### src/rtl/vrt_pkg.sv
package vrt_pkg;
  localparam int ADDR_W = 36;
  localparam int PAGE_W = 12;
  localparam int FLD_W  = ADDR_W - PAGE_W;
  localparam int TYPE_W = 8;
  localparam int DATA_W = 64;
  localparam int IMPL_W = 32;   // implemented physical address bits
  localparam int EN_BIT = 11;   // enable bit in the mask register

  typedef struct packed {
    logic ldBase;
    logic ldMask;
    logic fault;
  } wrStrobe_t;
endpackage

### src/rtl/vrt_ctrl.sv
module vrt_ctrl
  import vrt_pkg::*;
#(
  parameter int NPAIRS   = 8,
  parameter int OS_PAIRS = 2,
  localparam int IDX_W   = $clog2(NPAIRS)
) (
  input  logic              wrEn,
  input  logic              wrSel,
  input  logic [IDX_W-1:0]  wrIdx,
  input  logic [DATA_W-1:0] wrData,
  input  logic              wrIsOs,
  output wrStrobe_t         strb
);
  localparam int OS_LO = NPAIRS - OS_PAIRS;

  logic highBits, baseResv, maskResv, osOnly, refuse;

  always_comb begin
    highBits = |wrData[DATA_W-1:ADDR_W];
    baseResv = highBits | (|wrData[PAGE_W-1:TYPE_W]);
    maskResv = highBits | (|wrData[EN_BIT-1:0]);
    osOnly   = (int'(wrIdx) >= OS_LO);
    refuse   = (wrSel ? maskResv : baseResv) | (osOnly & ~wrIsOs);
    strb.fault  = wrEn & refuse;
    strb.ldBase = wrEn & ~refuse & ~wrSel;
    strb.ldMask = wrEn & ~refuse & wrSel;
  end


  always_comb
    os_guard_chk: assert (!(wrEn && osOnly && !wrIsOs) || !(strb.ldBase || strb.ldMask));
endmodule

### src/rtl/vrt_datapath.sv
module vrt_datapath
  import vrt_pkg::*;
#(
  parameter int NPAIRS  = 8,
  localparam int IDX_W  = $clog2(NPAIRS)
) (
  input  logic              clk,
  input  logic              rstN,
  input  wrStrobe_t         strb,
  input  logic [IDX_W-1:0]  wrIdx,
  input  logic [DATA_W-1:0] wrData,
  output logic              wrFault,
  input  logic              lkValid,
  input  logic [ADDR_W-1:0] lkAddr,
  input  logic              fixHit,
  input  logic [TYPE_W-1:0] fixType,
  input  logic [TYPE_W-1:0] defType,
  output logic              resValid,
  output logic [TYPE_W-1:0] resType,
  output logic              resHit,
  output logic              resOverlap
);
  logic [NPAIRS-1:0][FLD_W-1:0]  baseQ, maskQ;
  logic [NPAIRS-1:0][TYPE_W-1:0] typeQ;
  logic [NPAIRS-1:0]             enQ;
  logic [NPAIRS-1:0]             matchVec;
  logic [FLD_W-1:0]              addrFld;
  logic                          varHit, multiHit;
  logic [TYPE_W-1:0]             varType;

  // unimplemented address bits are forced to zero
  assign addrFld = {{(ADDR_W-IMPL_W){1'b0}}, lkAddr[IMPL_W-1:PAGE_W]};

  for (genvar i = 0; i < NPAIRS; i++) begin : g_pair
    always_ff @(posedge clk or negedge rstN) begin
      if (!rstN) begin
        baseQ[i] <= '0;
        typeQ[i] <= '0;
        maskQ[i] <= '0;
        enQ[i]   <= 1'b0;
      end else if (int'(wrIdx) == i) begin
        if (strb.ldBase) begin
          baseQ[i] <= wrData[ADDR_W-1:PAGE_W];
          typeQ[i] <= wrData[TYPE_W-1:0];
        end
        if (strb.ldMask) begin
          maskQ[i] <= wrData[ADDR_W-1:PAGE_W];
          enQ[i]   <= wrData[EN_BIT];
        end
      end
    end
    assign matchVec[i] = enQ[i] && (((addrFld ^ baseQ[i]) & maskQ[i]) == '0);
  end

  always_comb begin
    varHit  = 1'b0;
    varType = '0;
    for (int i = NPAIRS - 1; i >= 0; i--) begin
      if (matchVec[i]) begin
        varHit  = 1'b1;
        varType = typeQ[i];
      end
    end
    multiHit = ($countones(matchVec) > 1);
  end

  always_ff @(posedge clk or negedge rstN) begin
    if (!rstN) begin
      wrFault    <= 1'b0;
      resValid   <= 1'b0;
      resType    <= '0;
      resHit     <= 1'b0;
      resOverlap <= 1'b0;
    end else begin
      wrFault  <= strb.fault;
      resValid <= lkValid;
      if (lkValid) begin
        resType    <= fixHit ? fixType : (varHit ? varType : defType);
        resHit     <= fixHit | varHit;
        resOverlap <= multiHit;
      end
    end
  end


  base_hold_chk: assert property (@(posedge clk) disable iff (!rstN)
    wrFault |-> (baseQ == $past(baseQ)) && (typeQ == $past(typeQ)));

  mask_hold_chk: assert property (@(posedge clk) disable iff (!rstN)
    wrFault |-> (maskQ == $past(maskQ)) && (enQ == $past(enQ)));

  res_latency_chk: assert property (@(posedge clk) disable iff (!rstN)
    lkValid |=> resValid);

  fix_wins_chk: assert property (@(posedge clk) disable iff (!rstN)
    (lkValid && fixHit) |=> (resHit && resType == $past(fixType)));

  miss_default_chk: assert property (@(posedge clk) disable iff (!rstN)
    (resValid && !resHit) |-> (resType == $past(defType)));

  overlap_hit_chk: assert property (@(posedge clk) disable iff (!rstN)
    (resValid && resOverlap) |-> resHit);
endmodule

### src/rtl/var_range_typer.sv
module var_range_typer
  import vrt_pkg::*;
#(
  parameter int NPAIRS   = 8,
  parameter int OS_PAIRS = 2,
  localparam int IDX_W   = $clog2(NPAIRS)
) (
  input  logic              clk,
  input  logic              rstN,
  input  logic              wrEn,
  input  logic              wrSel,
  input  logic [IDX_W-1:0]  wrIdx,
  input  logic [DATA_W-1:0] wrData,
  input  logic              wrIsOs,
  output logic              wrFault,
  input  logic              lkValid,
  input  logic [ADDR_W-1:0] lkAddr,
  input  logic              fixHit,
  input  logic [TYPE_W-1:0] fixType,
  input  logic [TYPE_W-1:0] defType,
  output logic              resValid,
  output logic [TYPE_W-1:0] resType,
  output logic              resHit,
  output logic              resOverlap
);
  wrStrobe_t strb;

  vrt_ctrl #(.NPAIRS(NPAIRS), .OS_PAIRS(OS_PAIRS)) u_ctrl (
    .wrEn(wrEn), .wrSel(wrSel), .wrIdx(wrIdx), .wrData(wrData),
    .wrIsOs(wrIsOs), .strb(strb)
  );

  vrt_datapath #(.NPAIRS(NPAIRS)) u_dp (
    .clk(clk), .rstN(rstN), .strb(strb), .wrIdx(wrIdx), .wrData(wrData),
    .wrFault(wrFault), .lkValid(lkValid), .lkAddr(lkAddr), .fixHit(fixHit),
    .fixType(fixType), .defType(defType), .resValid(resValid),
    .resType(resType), .resHit(resHit), .resOverlap(resOverlap)
  );
endmodule

### config.mk
export PLATFORM = sky130hd
export DESIGN_NAME = var_range_typer
export DESIGN_NICKNAME = d
export VERILOG_FILES = /design/src/rtl/vrt_pkg.sv /design/src/rtl/vrt_ctrl.sv /design/src/rtl/vrt_datapath.sv /design/src/rtl/var_range_typer.sv
export SDC_FILE = /design/constraint.sdc
export NUM_CORES = 1
export LEC_CHECK = 0
export BUFFER_PORTS_ARGS = -buffer_cell sky130_fd_sc_hd__buf_2
export CAP_MARGIN = 20
export CORE_ASPECT_RATIO = 1.5
export CORE_MARGIN = 2
export CORE_UTILIZATION = 30
export CTS_CLUSTER_DIAMETER = 60
export DETAILED_ROUTE_END_ITERATION = 6
export PLACE_DENSITY_LB_ADDON = 0.08
export SYNTH_ARGS = -nofsm -noshare
export SYNTH_HDL_FRONTEND = slang
export SYNTH_SLANG_ARGS = --single-unit
### constraint.sdc
create_clock -name clk -period 3.6 [get_ports clk]
set_input_delay 0.18 -clock clk [delete_from_list [all_inputs] [get_ports clk]]
set_output_delay 0.18 -clock clk [all_outputs]
set_load 0.02 [all_outputs]
## Word level (Yosys, flattened, before mapping)

Cells that the tools add are included.

- Bits in latches: 0
- Input bits: 126
- Memories: 0
- RAM bits: 0
- Output and inout bits: 12
- ROM bits: 0
- Bits in registers: 468

- Order comparisons: 2
- Shift-type cells: 0
- Reductions and logical operators: 36
- Bitwise operators: 28
- Div/mod/pow operators: 0
- Multiply operators: 0
- Eq/ne operators: 7
- Add/sub/neg operators: 7
- Muxes and demuxes: 19

Operators with widths:

| kind | number |
|---|---|
| bitwise AND 24 bit | 8 |
| logical NOT 24 bit | 8 |
| bitwise XOR 20 x 24 -> 24 bit | 8 |
| adder 32 bit | 3 |
| two-way mux 8 bit | 10 |
| > comparator 32 x 2 -> 1 bit (second input constant) | 1 |
| AND reduction 2 bit | 16 |
| OR reduction 28 bit | 1 |
| equality test 3 bit (second input constant) | 4 |
| OR reduction 11 bit | 1 |
| two-way mux 1 bit | 9 |
| adder 1 x 1 -> 2 bit | 4 |
| logical AND 1 bit | 8 |
| equality test 3 x 2 -> 1 bit (second input constant) | 2 |
| bitwise AND 1 bit | 5 |
| OR 1 bit | 4 |
| OR reduction 4 bit | 1 |
| equality test 3 x 1 -> 1 bit (second input constant) | 1 |
| greater-or-equal comparator 3 bit (second input constant) | 1 |
| logical NOT 3 bit | 1 |
| inverter 1 bit | 3 |

## Depth between registers and ports, before layout

Gate-level depths: netlist of the first run.

- Depth after elaboration: 14
- Depth in mapped cells: 16
- Gate-level depth less buffers: 14

## Modules after synthesis

A second synthesis of the first run with hierarchy kept.

- Cell total of the unflattened synthesis: 1542
- Area total of the unflattened synthesis: 21087.7 um^2

Modules (own cells, without submodules):

| module | area each (um^2) | instances | cells an instance |
|---|---|---|---|
| vrt_datapath | 20908.8 | 1 | 1517 |
| vrt_ctrl | 178.9 | 1 | 25 |

## Worst setup path after synthesis of the first run

OpenSTA, ideal clock, no wires.

- Path kind: flip-flop to flip-flop
- Start: register u_dp.baseQ[118] (netlist bit)
- End: register u_dp.resOverlap
- Buffers on the path: 1
- Path slack: -90 ps
- Setup time: 143 ps
- Arrival time: 3546 ps
- Stages on the path, launching flop included: 15
- Required time: 3457 ps
- Cell sequence: dfrtp_1 > a22o_1 > a221oi_1 > nand4_1 > nor3_1 > clkbuf_1 > ha_1 > inv_1 > fa_1 > inv_1 > fa_1 > ha_1 > inv_1 > fa_1 > a41oi_1

- Word-level cells in the longest chain between the ends: 8

Ends and longest elaborated chain:

| item | RTL line | text |
|---|---|---|
| start, declared | vrt_datapath.sv:23 | `logic [NPAIRS-1:0][FLD_W-1:0] baseQ, maskQ;` |
| start signal, assigned by index | vrt_datapath.sv:43 | `baseQ[i] <= wrData[ADDR_W-1:PAGE_W];` |
| bitwise XOR 20 x 24 -> 24 bit | vrt_datapath.sv:52 | `assign matchVec[i] = enQ[i] && (((addrFld ^ baseQ[i]) & maskQ[i]) == '0);` |
| bitwise AND 24 bit | vrt_datapath.sv:52 |  |
| logical NOT 24 bit | vrt_datapath.sv:52 |  |
| logical AND 1 bit | vrt_datapath.sv:52 |  |
| adder 1 x 1 -> 2 bit (not written as such) | vrt_datapath.sv:64 | `multiHit = ($countones(matchVec) > 1);` |
| adder 32 bit (not written as such) (2 in a row) | vrt_datapath.sv:64 |  |
| > comparator 32 x 2 -> 1 bit | vrt_datapath.sv:64 |  |
| end signal, assigned | vrt_datapath.sv:80 | `resOverlap <= multiHit;` |
| end, declared | vrt_datapath.sv:21 | `output logic resOverlap` |

No other way between the ends.
A chain may end at the register's enable or synchronous reset.

## Worst setup path after layout of the first run

- Start: register u_dp.baseQ[154] (netlist bit)
- End: register u_dp.resOverlap

The elaborated chain is that of the path after synthesis.

==> flow_summary.yaml, run 1 <==
status:
  outcome: "finished with violations"
  violations: "setup timing"
setup_path:
  reg2reg_depth: 14
  startpoint_type: "flop"
  path_buf_inv: 4
  required_ps: 4060
  worst-path-max-fanout: 2
  cp_top_family: "adder cells"
  worstSetupPathDepth: 14
  worstPathCellList: "xor2_1 > a22oi_2 > nand4_1 > or4_4 > clkinv_8 > ha_1 > inv_1 > fa_1 > inv_1 > fa_1 > ha_2 > inv_1 > fa_1 > a41oi_2"
  critPathCaptureType: "flop"
  cpPeakStageDelay_ps: 540
  r2r_setup_slack_ps: -170
  slowest_stage: "or4_4"
  path_class: "reg2reg"
  cp.arrival_ps: 4230
routing:
  ant_nets: 0
  wl_um: 66550
  drt_iter0_markers: 574
  num_vias: 13184
  first_pass_iters: 5
  avgViaCountPerCell: 4.874
  drc: 0
  wl_per_cell_um: 24.60
sta:
  slew_headroom_pct: 34.28
  finalMaxSlewViolations: 0
  finalSetupViolCount: 1
  final.setup.worst_slack_ps: -171.0
  post-route-min-period_ps: 3771
  min_period_over_period_pct: 104.7
  worstMarginPinSlew_ps: 983.7
  fin_skew_ps: 9.279
  fmax_mhz: 265.2
  rsz0062_at_grt: "yes"
  setup_tns_ps: -171.0
  report.final.hold_viol_count: 0
die:
  die_h_um: 329.0
  dieWidth_um: 220.7
  ios: 138
  start_util_pct: 30.19
  coreArea_mm2: 0.06998
  die_area_mm2: 0.07262
  num_rows: 119
place:
  dp_hpwl_um: 46250
  io_buffers: 121
  globalplace.congestion: 0.7455
global_route:
  grt_pass1_wl_um: 97770
  grt_pass1_vias: 14354
  grt_overflow_total: 0
  antenna_found_initial: 3
  grt_max_degree: 81
  grt.total_usage_pct: 18.57
synthesis:
  synthArstFlopShare_pct: 100.0
  synthTopCellsByArea: "dfrtp_1 55%, mux2_2 23%, xor2_1 6.6%, a22oi_1 2.8%, buf_2 1.1%"
  synth_seq_cells: 468
  synth_top_cell_by_area: "dfrtp_1"
  yosys_warnings: 0
  synth.top_cell.area_share_pct: 55.42
  ys_seq_area_share_pct: 55.42
  syn-cell-area_mm2: 0.02113
  ys.flop_type: "dfrtp_1"
  synthesis.nets: 1673
  synth.avg_cell_area_um2: 13.76
  netlist_instances: 1536
  synth_edf_count: 0
  synth_cell_type_count: 60
clock_network:
  cts_tree: "built"
  clock-root-buffer: "clkbuf_16"
  cts.sinks: 468
  h-tree-depth: 2
  numCtsBuffers: 52
  cts_max_path_buffers: 3
  worstSkewPairLatency_ps: 600
  cts.clk_slew.worst_paths_ps: 60
power_and_ir_drop:
  power_uw: 11460
  leakage_uw: 0.01282
  peakVddDrop_mv: 0.3363
  powerDensity_mw_per_mm2: 445.9
hold_path:
  hold-path-cell-count: 4
  holdCritPathClass: "in2reg"
final_layout:
  seqCellArea_mm2: 0.01171
  fillers: 6788
  drive_gt1_share_pct: 44.18
  fin_nets: 1895
  multiInputGateArea_mm2: 0.008949
  area_delta_synth_final_pct: 21.62
flow_run:
  max-cap-violations: 0
[path summary, 6_finish.rpt]
path,startpoint,to
max reg2reg,u_dp.baseQ[154],u_dp.resOverlap
min reg2reg,u_dp.typeQ[38],u_dp.typeQ[38]
max in group asynchronous,rstN,u_dp.baseQ[64]
max,u_dp.baseQ[154],u_dp.resOverlap
min in group asynchronous,rstN,u_dp.baseQ[190]
min,defType[4],u_dp.resType[4]
[synth_stat cells (3+ instances only)]
master and number:
a32oi_1 5, buf_6 5, or3_1 3, nor3_2 7, a31oi_1 3, nand2b_1 9
nor3_1 9, mux2_1 20, clkbuf_1 32, and2_1 3, a221oi_1 9, a21oi_1 16
nand4_1 24, nor2_4 3, a21o_1 8, ha_1 7, o41ai_1 5, nand3_1 11
nor2_1 22, o21a_1 3, fa_1 4, mux2_2 429, xor2_1 160, or2b_1 4
nand2_1 23, o21ai_0 14, a22o_1 6, buf_2 48, nor4_2 4, nor4_1 12
buf_4 13, nor2_2 3, dfrtp_1 468, a22oi_1 80, a211oi_1 4, nor3b_1 7
inv_1 23
[repair_timing]
| action | CTS | global route |
|---|---|---|
| buffers inserted | 0 | 0 |
| endpoints found under the setup margin | 1 | 1 |
| pin swaps | 2 | 1 |
| hold endpoints to repair | 120 | 0 |
| hold buffers | 26 | 0 |
| resized for setup | 6 | 4 |
[metal layers]
layer	up-vias	track usage (%)	routed length, µm
met5	-	0	0
met4	0	6.362	2178
met3	92	2.373	1853
met2	215	34.33	35490
met1	6923	21.85	27030
li1	5954	-	-
[where the power goes]
group	switching, µW	leakage (µW)	internal (µW)
registers	6.26	0.00648	5270
logic	413	0.00546	188
clock network	2240	0.000884	3340
[stage by stage]
step | setup slack, ps | hold slack [ps] | std cells | utilization [%] | cell area (µm²)
after floorplan | 13.72 | -115.6 | 1536 | - | 21160
after global placement | -314.6 | 243.3 | 2585 | 33.73 | 23600
after detailed placement | -309.8 | 253.5 | 2585 | 33.73 | 23600
after CTS | -189.1 | 0.1550 | 2704 | 36.69 | 25670
after global routing | -312.5 | 49.63 | 2705 | 36.72 | 25700
final | -171.0 | 37.21 | 2705 | 36.72 | 25700
[sequential cells by signal, summed over array words and instances, names as in the netlist, 8 cells and up]
signal / count
u_dp.baseQ: 192
u_dp.enQ: 8
u_dp.typeQ: 64
u_dp.maskQ: 192
u_dp.resType: 8
[cell type report]
type	instances	area share (%)
antenna	1	0.009737
clock buffer	79	6.241
clock inverter	14	0.6865
inverter	25	0.4187
multi-input combinational	944	34.82
sequential	468	45.57
tap	907	4.416
timing repair buffer	267	7.838
[logic make-up (layout without fill, tap and decap cells)]
family	count (synthesis)	in the layout	share of synthesized area, %
simple gates	155	155	4.429
buf+inv	124	385	2.896
xor+xnor	160	160	6.632
fa+ha+maj	11	11	0.7935
compound gates	168	168	5.850
mux	450	450	23.98
other cells	0	1	0
flops	468	468	55.42
[cell usage in the layout (no fill, tap or decap), drive strengths merged, types with 4 or more instances in the layout]
cell / n
mux2: 449
inv: 23
clkbuf: 79
nand4: 25
a22o: 6
a211oi: 4
or2b: 4
o41ai: 5
nor3b: 7
nand2: 24
or3: 4
nand3: 11
dlygate4sd3: 26
bufinv: 4
clkinv: 11
o21ai: 14
nor3: 17
a21o: 8
xor2: 160
a221oi: 9
fa: 4
a22oi: 80
nor4: 16
a32oi: 5
a21oi: 16
dfrtp: 468
ha: 7
nand2b: 9
nor2: 28
buf: 241
[worst reg2reg max path, cell delays in order (launching register included)]
cell and delay (ps):
dfrtp_1 390, xor2_1 160, a22oi_2 210, nand4_1 270, or4_4 540, clkinv_8 70
ha_1 130, inv_1 50, fa_1 530, inv_1 50, fa_1 480, ha_2 160
inv_1 40, fa_1 490, a41oi_2 90
(Power assumes the default switching activity.)
==> inputs of run 2 (changes only) <==
--- a/config.mk
+++ b/config.mk
@@ -5,6 +5,7 @@
 export SDC_FILE = /design/constraint.sdc
 export NUM_CORES = 1
 export LEC_CHECK = 0
+export ABC_AREA = 1
 export BUFFER_PORTS_ARGS = -buffer_cell sky130_fd_sc_hd__buf_2
 export CAP_MARGIN = 20
 export CORE_ASPECT_RATIO = 1.5
==> run 2 against run 1 <==
Largest power group unchanged. Combinational power fell by 7.2%. Synthesized cell count increased by 70%. Critical path depth up 3. Count of clock-buffer cells in the layout decreased by 3. Flip-flop and latch count stayed put. First-iteration DRC count increased by 130%. The run now ends clean.
==> flow_summary.yaml, run 2 <==
routing:
  ant_nets: 0
  num_vias: 18236
  wl_um: 77290
  drt_iter0_markers: 1322
  wl_per_cell_um: 20.13
  avgViaCountPerCell: 4.749
  first_pass_iters: 5
  drc: 0
clock_network:
  cts_tree: "built"
  clock-root-buffer: "clkbuf_16"
  h-tree-depth: 2
  cts.sinks: 468
  cts_max_path_buffers: 3
  worstSkewPairLatency_ps: 610
  numCtsBuffers: 53
  cts.clk_slew.worst_paths_ps: 70
synthesis:
  synth_edf_count: 0
  synthesis.nets: 2748
  netlist_instances: 2611
  yosys_warnings: 0
  synth.top_cell.area_share_pct: 53.61
  synthTopCellsByArea: "dfrtp_1 54%, nand2_1 15%, o21ai_0 9.3%, nand3_1 3.0%, buf_6 2.4%"
  syn-cell-area_mm2: 0.02185
  synthArstFlopShare_pct: 100.0
  synth.avg_cell_area_um2: 8.367
  synth_top_cell_by_area: "dfrtp_1"
  synth_seq_cells: 468
  ys.flop_type: "dfrtp_1"
  ys_top_cells_by_count: "883 x nand2_1, 468 x dfrtp_1, 407 x o21ai_0"
  ys_seq_area_share_pct: 53.61
  yosys.cell_count.top_type: "nand2_1"
  synth_cell_type_count: 45
power_and_ir_drop:
  leakage_uw: 0.01291
  power_uw: 11890
  peakVddDrop_mv: 0.3942
  powerDensity_mw_per_mm2: 445.1
die:
  die_area_mm2: 0.07504
  ios: 138
  die_h_um: 334.5
  dieWidth_um: 224.3
  num_rows: 121
  coreArea_mm2: 0.07237
  start_util_pct: 30.19
flow_run:
  max-cap-violations: 0
sta:
  finalMaxSlewViolations: 0
  post-route-min-period_ps: 3509
  rsz0062_at_grt: "yes"
  final.setup.worst_slack_ps: 90.51
  slew_headroom_pct: 40.69
  fin_skew_ps: 18.74
  fmax_mhz: 284.9
  finalSetupViolCount: 0
  setup_tns_ps: 0
  report.final.hold_viol_count: 0
  min_period_over_period_pct: 97.49
  worstMarginPinSlew_ps: 889.6
final_layout:
  fillers: 7511
  multiInputGateArea_mm2: 0.008886
  final_util_pct: 36.93
  final_cell_mix: "871 x nand2_1, 468 x dfrtp_1, 403 x o21ai_0, 186 x buf_4, 132 x inv_1"
  fin_cells: 3840
  area_delta_synth_final_pct: 22.32
  drive_gt1_share_pct: 18.63
  seqCellArea_mm2: 0.01171
  final_common_cell: "nand2_1"
  fin_nets: 3008
  reg_top3: "u_dp.baseQ (192), u_dp.maskQ (192), u_dp.typeQ (64)"
setup_path:
  timing.rr.end: "u_dp.resOverlap"
  worst-path-max-fanout: 2
  required_ps: 4090
  critPathCaptureType: "flop"
  worstPathCellList: "or2_2 > nand3_1 > o21ai_2 > nor3_2 > buf_4 > and2_4 > nand2_4 > inv_2 > ha_4 > inv_2 > fa_1 > inv_1 > fa_1 > ha_2 > inv_2 > fa_1 > a41oi_2"
  r2r_setup_slack_ps: 90
  path_class: "reg2reg"
  reg2reg_from: "u_dp.baseQ[58]"
  slowest_stage: "fa_1"
  cp.arrival_ps: 4000
  startpoint_type: "flop"
  cpPeakStageDelay_ps: 510
  reg2reg_depth: 17
global_route:
  antenna_found_initial: 7
  grt.total_usage_pct: 20.80
  grt_pass1_vias: 17914
  grt_overflow_total: 0
  grt_pass1_wl_um: 116200
  grt_max_degree: 97
hold_path:
  hold_start: "wrData[0]"
  hold-path-cell-count: 3
  min_to: "u_dp.typeQ[32]"
  holdCritPathClass: "in2reg"
place:
  dp_cells: 3708
  dp_hpwl_um: 54170
  globalplace.congestion: 0.8511
  dpl_worst_slack_ps: -281.8
  io_buffers: 121
status:
  outcome: "finished clean"
==> run 2: cell types whose count changed in the layout (fill, tap and decap cells not counted), moves of 50 or more <==
cell,before,now
inv_1,23,132
nand2_1,23,871
xor2_1,160,31
buf_4,101,186
o21ai_1,0,77
nand3_1,11,116
a22oi_1,76,0
or2_2,1,51
nor2_1,21,113
mux2_2,429,0
o21ai_0,14,403
==> run 2: metrics by stage <==
stage | area, µm² | hold WS [ps]
final | 26720 | 31.86
after global routing | 26720 | 40.41
after CTS | 26490 | 6.532
after detailed placement | 24270 | 305.0
after global placement | 24270 | 300.7
after floorplan | 21850 | -115.6
==> run 2: worst max path at each step <==
stage               startpoint  slack [ps]  cells past startpoint         endpoint
3_3_place_gp        lkAddr[14]        -280                     21  u_dp.resOverlap
3_5_place_dp        lkAddr[14]        -280                     21  u_dp.resOverlap
5_1_grt        u_dp.baseQ[132]         -70                     17  u_dp.resOverlap
6_report        u_dp.baseQ[58]          90                     17  u_dp.resOverlap
4_1_cts         u_dp.baseQ[57]           2                     17  u_dp.resOverlap
2_1_floorplan   u_dp.baseQ[58]         160                     17  u_dp.resOverlap
==> run 2: routing by layer <==
metal  track usage, %  up-vias  share of wire, %
met5                0        -             0.017
met4            6.059        2               2.4
met3            2.103       89               3.2
met2            39.09      354                53
met1            24.84     8824                41
li1                 -     8967                 -
==> run 2: power breakdown <==
part	total (µW)	internal, µW	switching [µW]
clock network	6060	3710	2350
registers	5280	5270	6.17
logic	558	183	376
total	11900	9160	2730
==> run 2: logic make-up (layout without fill, tap and decap cells) <==
logic type / Yosys count / after routing / synth area share [%]
and+or+nand+nor: 1316 / 1316 / 25.90
DFF: 468 / 468 / 53.61
adders and majority gates: 11 / 11 / 0.7675
xor gates and xnor gates: 31 / 31 / 1.243
buffers and inverters: 279 / 582 / 6.776
other: 0 / 4 / 0
AOI/OAI and AO/OA: 506 / 506 / 11.70
==> run 2: final cells by class <==
| type | instances | share of cell area [%] |
|---|---|---|
| Antenna cell | 4 | 0.03746 |
| Clock buffer | 76 | 5.932 |
| Multi-Input combinational cell | 1864 | 33.25 |
| Sequential cell | 468 | 43.83 |
| Inverter | 142 | 2.056 |
| Clock inverter | 22 | 1.325 |
| Timing Repair Buffer | 342 | 9.252 |
| Tap cell | 922 | 4.317 |
==> run 2: critical path, delay by kind of cell, from the launching register on <==
family          cells  cell delay, ps
fa+ha+maj           5            1750
buf+inv             5             320
simple gates        5             760
flops               1             370
compound gates      2             190
==> run 2: repair_timing <==
item,in CTS,in global routing
hold buffers,24,0
pin swaps,4,19
hold endpoints to repair,118,0
setup endpoints to repair,1,9
setup buffers,0,6
gates resized for setup,10,50
==> inputs of run 3 (changes only) <==
--- a/config.mk
+++ b/config.mk
@@ -13,7 +13,7 @@
 export CORE_UTILIZATION = 30
 export CTS_CLUSTER_DIAMETER = 60
 export DETAILED_ROUTE_END_ITERATION = 6
-export PLACE_DENSITY_LB_ADDON = 0.08
+export PLACE_DENSITY = 0.44
 export SYNTH_ARGS = -nofsm -noshare
 export SYNTH_HDL_FRONTEND = slang
 export SYNTH_SLANG_ARGS = --single-unit
==> run 3 against run 2 <==
Die area unchanged. Flip-flop and latch count unchanged. Worst hold slack better by 2.0 ps. Final cell count down 0.70%. Via count down 0.28%. Utilization down 0.32 points. Count of clock-buffer cells in the layout down 3. Sequential share of layout area up 0.39 points. Wire length down 5.1%. Sequential power about the same. Power down 3.3%. Fmax down 1.7%. Critical path type unchanged. Largest cell class unchanged. Highest routed layer is now met4.
==> flow_summary.yaml, run 3 (synthesis results as in run 2) <==
clock_network:
  cts.sinks: 468
  cts.clk_slew.worst_paths_ps: 60
  worstSkewPairLatency_ps: 600
  cts_max_path_buffers: 3
  numCtsBuffers: 51
  cts_tree: "built"
  clock-root-buffer: "clkbuf_16"
  h-tree-depth: 2
sta:
  finalMaxSlewViolations: 0
  min_period_over_period_pct: 99.20
  final.setup.worst_slack_ps: 28.93
  worstMarginPinSlew_ps: 1036
  hold_slack_ps: 33.84
  report.final.hold_viol_count: 0
  post-route-min-period_ps: 3571
  slew_headroom_pct: 30.92
  fin_skew_ps: 17.64
  fmax_mhz: 280.0
  rsz0062_at_grt: "yes"
  finalSetupViolCount: 0
hold_path:
  holdCritPathClass: "in2reg"
  min_to: "u_dp.typeQ[31]"
  hold_start: "wrData[7]"
  hold-path-cell-count: 3
routing:
  avgViaCountPerCell: 4.769
  wl_um: 73350
  num_vias: 18185
  wl_per_cell_um: 19.24
  first_pass_iters: 5
  drc: 0
  drt_iter0_markers: 1429
  ant_nets: 0
flow_run:
  max-cap-violations: 0
die:
  die_h_um: 334.5
  start_util_pct: 30.19
  ios: 138
  dieWidth_um: 224.3
  die_area_mm2: 0.07504
  coreArea_mm2: 0.07237
  num_rows: 121
setup_path:
  startpoint_type: "flop"
  path_class: "reg2reg"
  slowest_stage: "fa_1"
  required_ps: 4060
  crit_top_cell: "inv_2"
  reg2reg_depth: 17
  critPathCaptureType: "flop"
  r2r_setup_slack_ps: 30
  reg2reg_from: "u_dp.baseQ[51]"
  cp.arrival_ps: 4040
  timing.rr.end: "u_dp.resOverlap"
  worst-path-max-fanout: 2
  worstPathCellList: "or2_4 > nand3_2 > nand4_1 > nor3_2 > buf_4 > and2_4 > nand2_4 > inv_2 > ha_4 > inv_2 > fa_1 > inv_2 > fa_1 > ha_2 > inv_2 > fa_1 > a41oi_2"
  cpPeakStageDelay_ps: 540
  cp-startpoint: "u_dp.baseQ[51]"
place:
  io_buffers: 121
  globalplace.congestion: 0.8582
  dp_hpwl_um: 49810
  dp_cells: 3676
  dpl_worst_slack_ps: -432.2
global_route:
  grt_max_degree: 105
  grt_pass1_wl_um: 112600
  grt_overflow_total: 0
  grt_pass1_vias: 18094
  grt.total_usage_pct: 19.86
  antenna_found_initial: 5
power_and_ir_drop:
  peakVddDrop_mv: 0.3633
  powerDensity_mw_per_mm2: 434.3
  leakage_uw: 0.01273
  power_uw: 11500
status:
  outcome: "finished clean"
final_layout:
  drive_gt1_share_pct: 18.17
  final_common_cell: "nand2_1"
  fin_nets: 2986
  fin_cells: 3813
  final_cell_mix: "868 x nand2_1, 468 x dfrtp_1, 404 x o21ai_0, 163 x buf_4, 132 x inv_1"
  reg_top3: "u_dp.baseQ (192), u_dp.maskQ (192), u_dp.typeQ (64)"
  area_delta_synth_final_pct: 21.25
  fillers: 7516
==> run 3: area by class of cell <==
class                      instances  area (µm²)  area share (%)
clock buffer                      73        1521           5.744
antenna                            2       5.005         0.01889
timing repair buffer             322        2311           8.724
inverter                         142       540.5           2.041
multi-input combinational       1864        8961           33.83
tap                              922        1154           4.355
clock inverter                    20       285.3           1.077
sequential                       468       11710           44.21
==> run 3: power by group <==
group	internal [µW]	total, µW	switching, µW	leakage [µW]
Combinational	185	555	370	0.00533
Clock	3430	5670	2240	0.000884
Sequential	5270	5280	6.51	0.00652
Total	8890	11500	2620	0.0127
==> run 3: how the worst max path moves through the flow <==
| stage | endpoint | slack [ps] | cells after the start |
|---|---|---|---|
| finish | u_dp.resOverlap | 30 | 17 |
| global route | u_dp.resOverlap | -90 | 19 |
| CTS | u_dp.resOverlap | -6 | 17 |
| detailed placement | u_dp.resOverlap | -430 | 18 |
| global placement | u_dp.resOverlap | -380 | 18 |
| floorplan | u_dp.resOverlap | 160 | 17 |
==> run 3: per-layer routing <==
metal / vias up / wire (µm) / share of wire, % / global-route usage, %
met2: 408 / 37450 / 51 / 36.33
met5: - / 0 / 0 / 0
met1: 8744 / 30350 / 41 / 23.84
met4: 0 / 2818 / 3.8 / 7.271
met3: 116 / 2735 / 3.7 / 2.199
li1: 8917 / - / - / -
==> run 3: what timing repair did <==
action / CTS / global route
hold buffers: 26 / 2
setup buffers: 14 / 1
pin swaps: 19 / 23
gates resized for setup: 45 / 31
setup endpoints to repair: 1 / 9
hold endpoints to repair: 123 / 2
==> run 3: metrics by stage <==
step                      TNS (ps)  instance area, µm²  utilization (%)
after floorplan                  0               21850                -
after global placement      -375.5               24000            33.16
after detailed placement    -432.2               24000            33.16
after CTS                   -5.692               26350            36.41
after global routing        -94.01               26490            36.60
final                            0               26490            36.60
==> run 3: worst max-delay path, delay by kind of cell (launching register included) <==
| kind | cells | cell delay, ps |
|---|---|---|
| adder cells (fa/ha/maj) | 5 | 1810 |
| AND/OR/NAND/NOR | 6 | 870 |
| flip-flops | 1 | 380 |
| buffers and inverters | 5 | 300 |
| AO/OA/AOI/OAI | 1 | 90 |
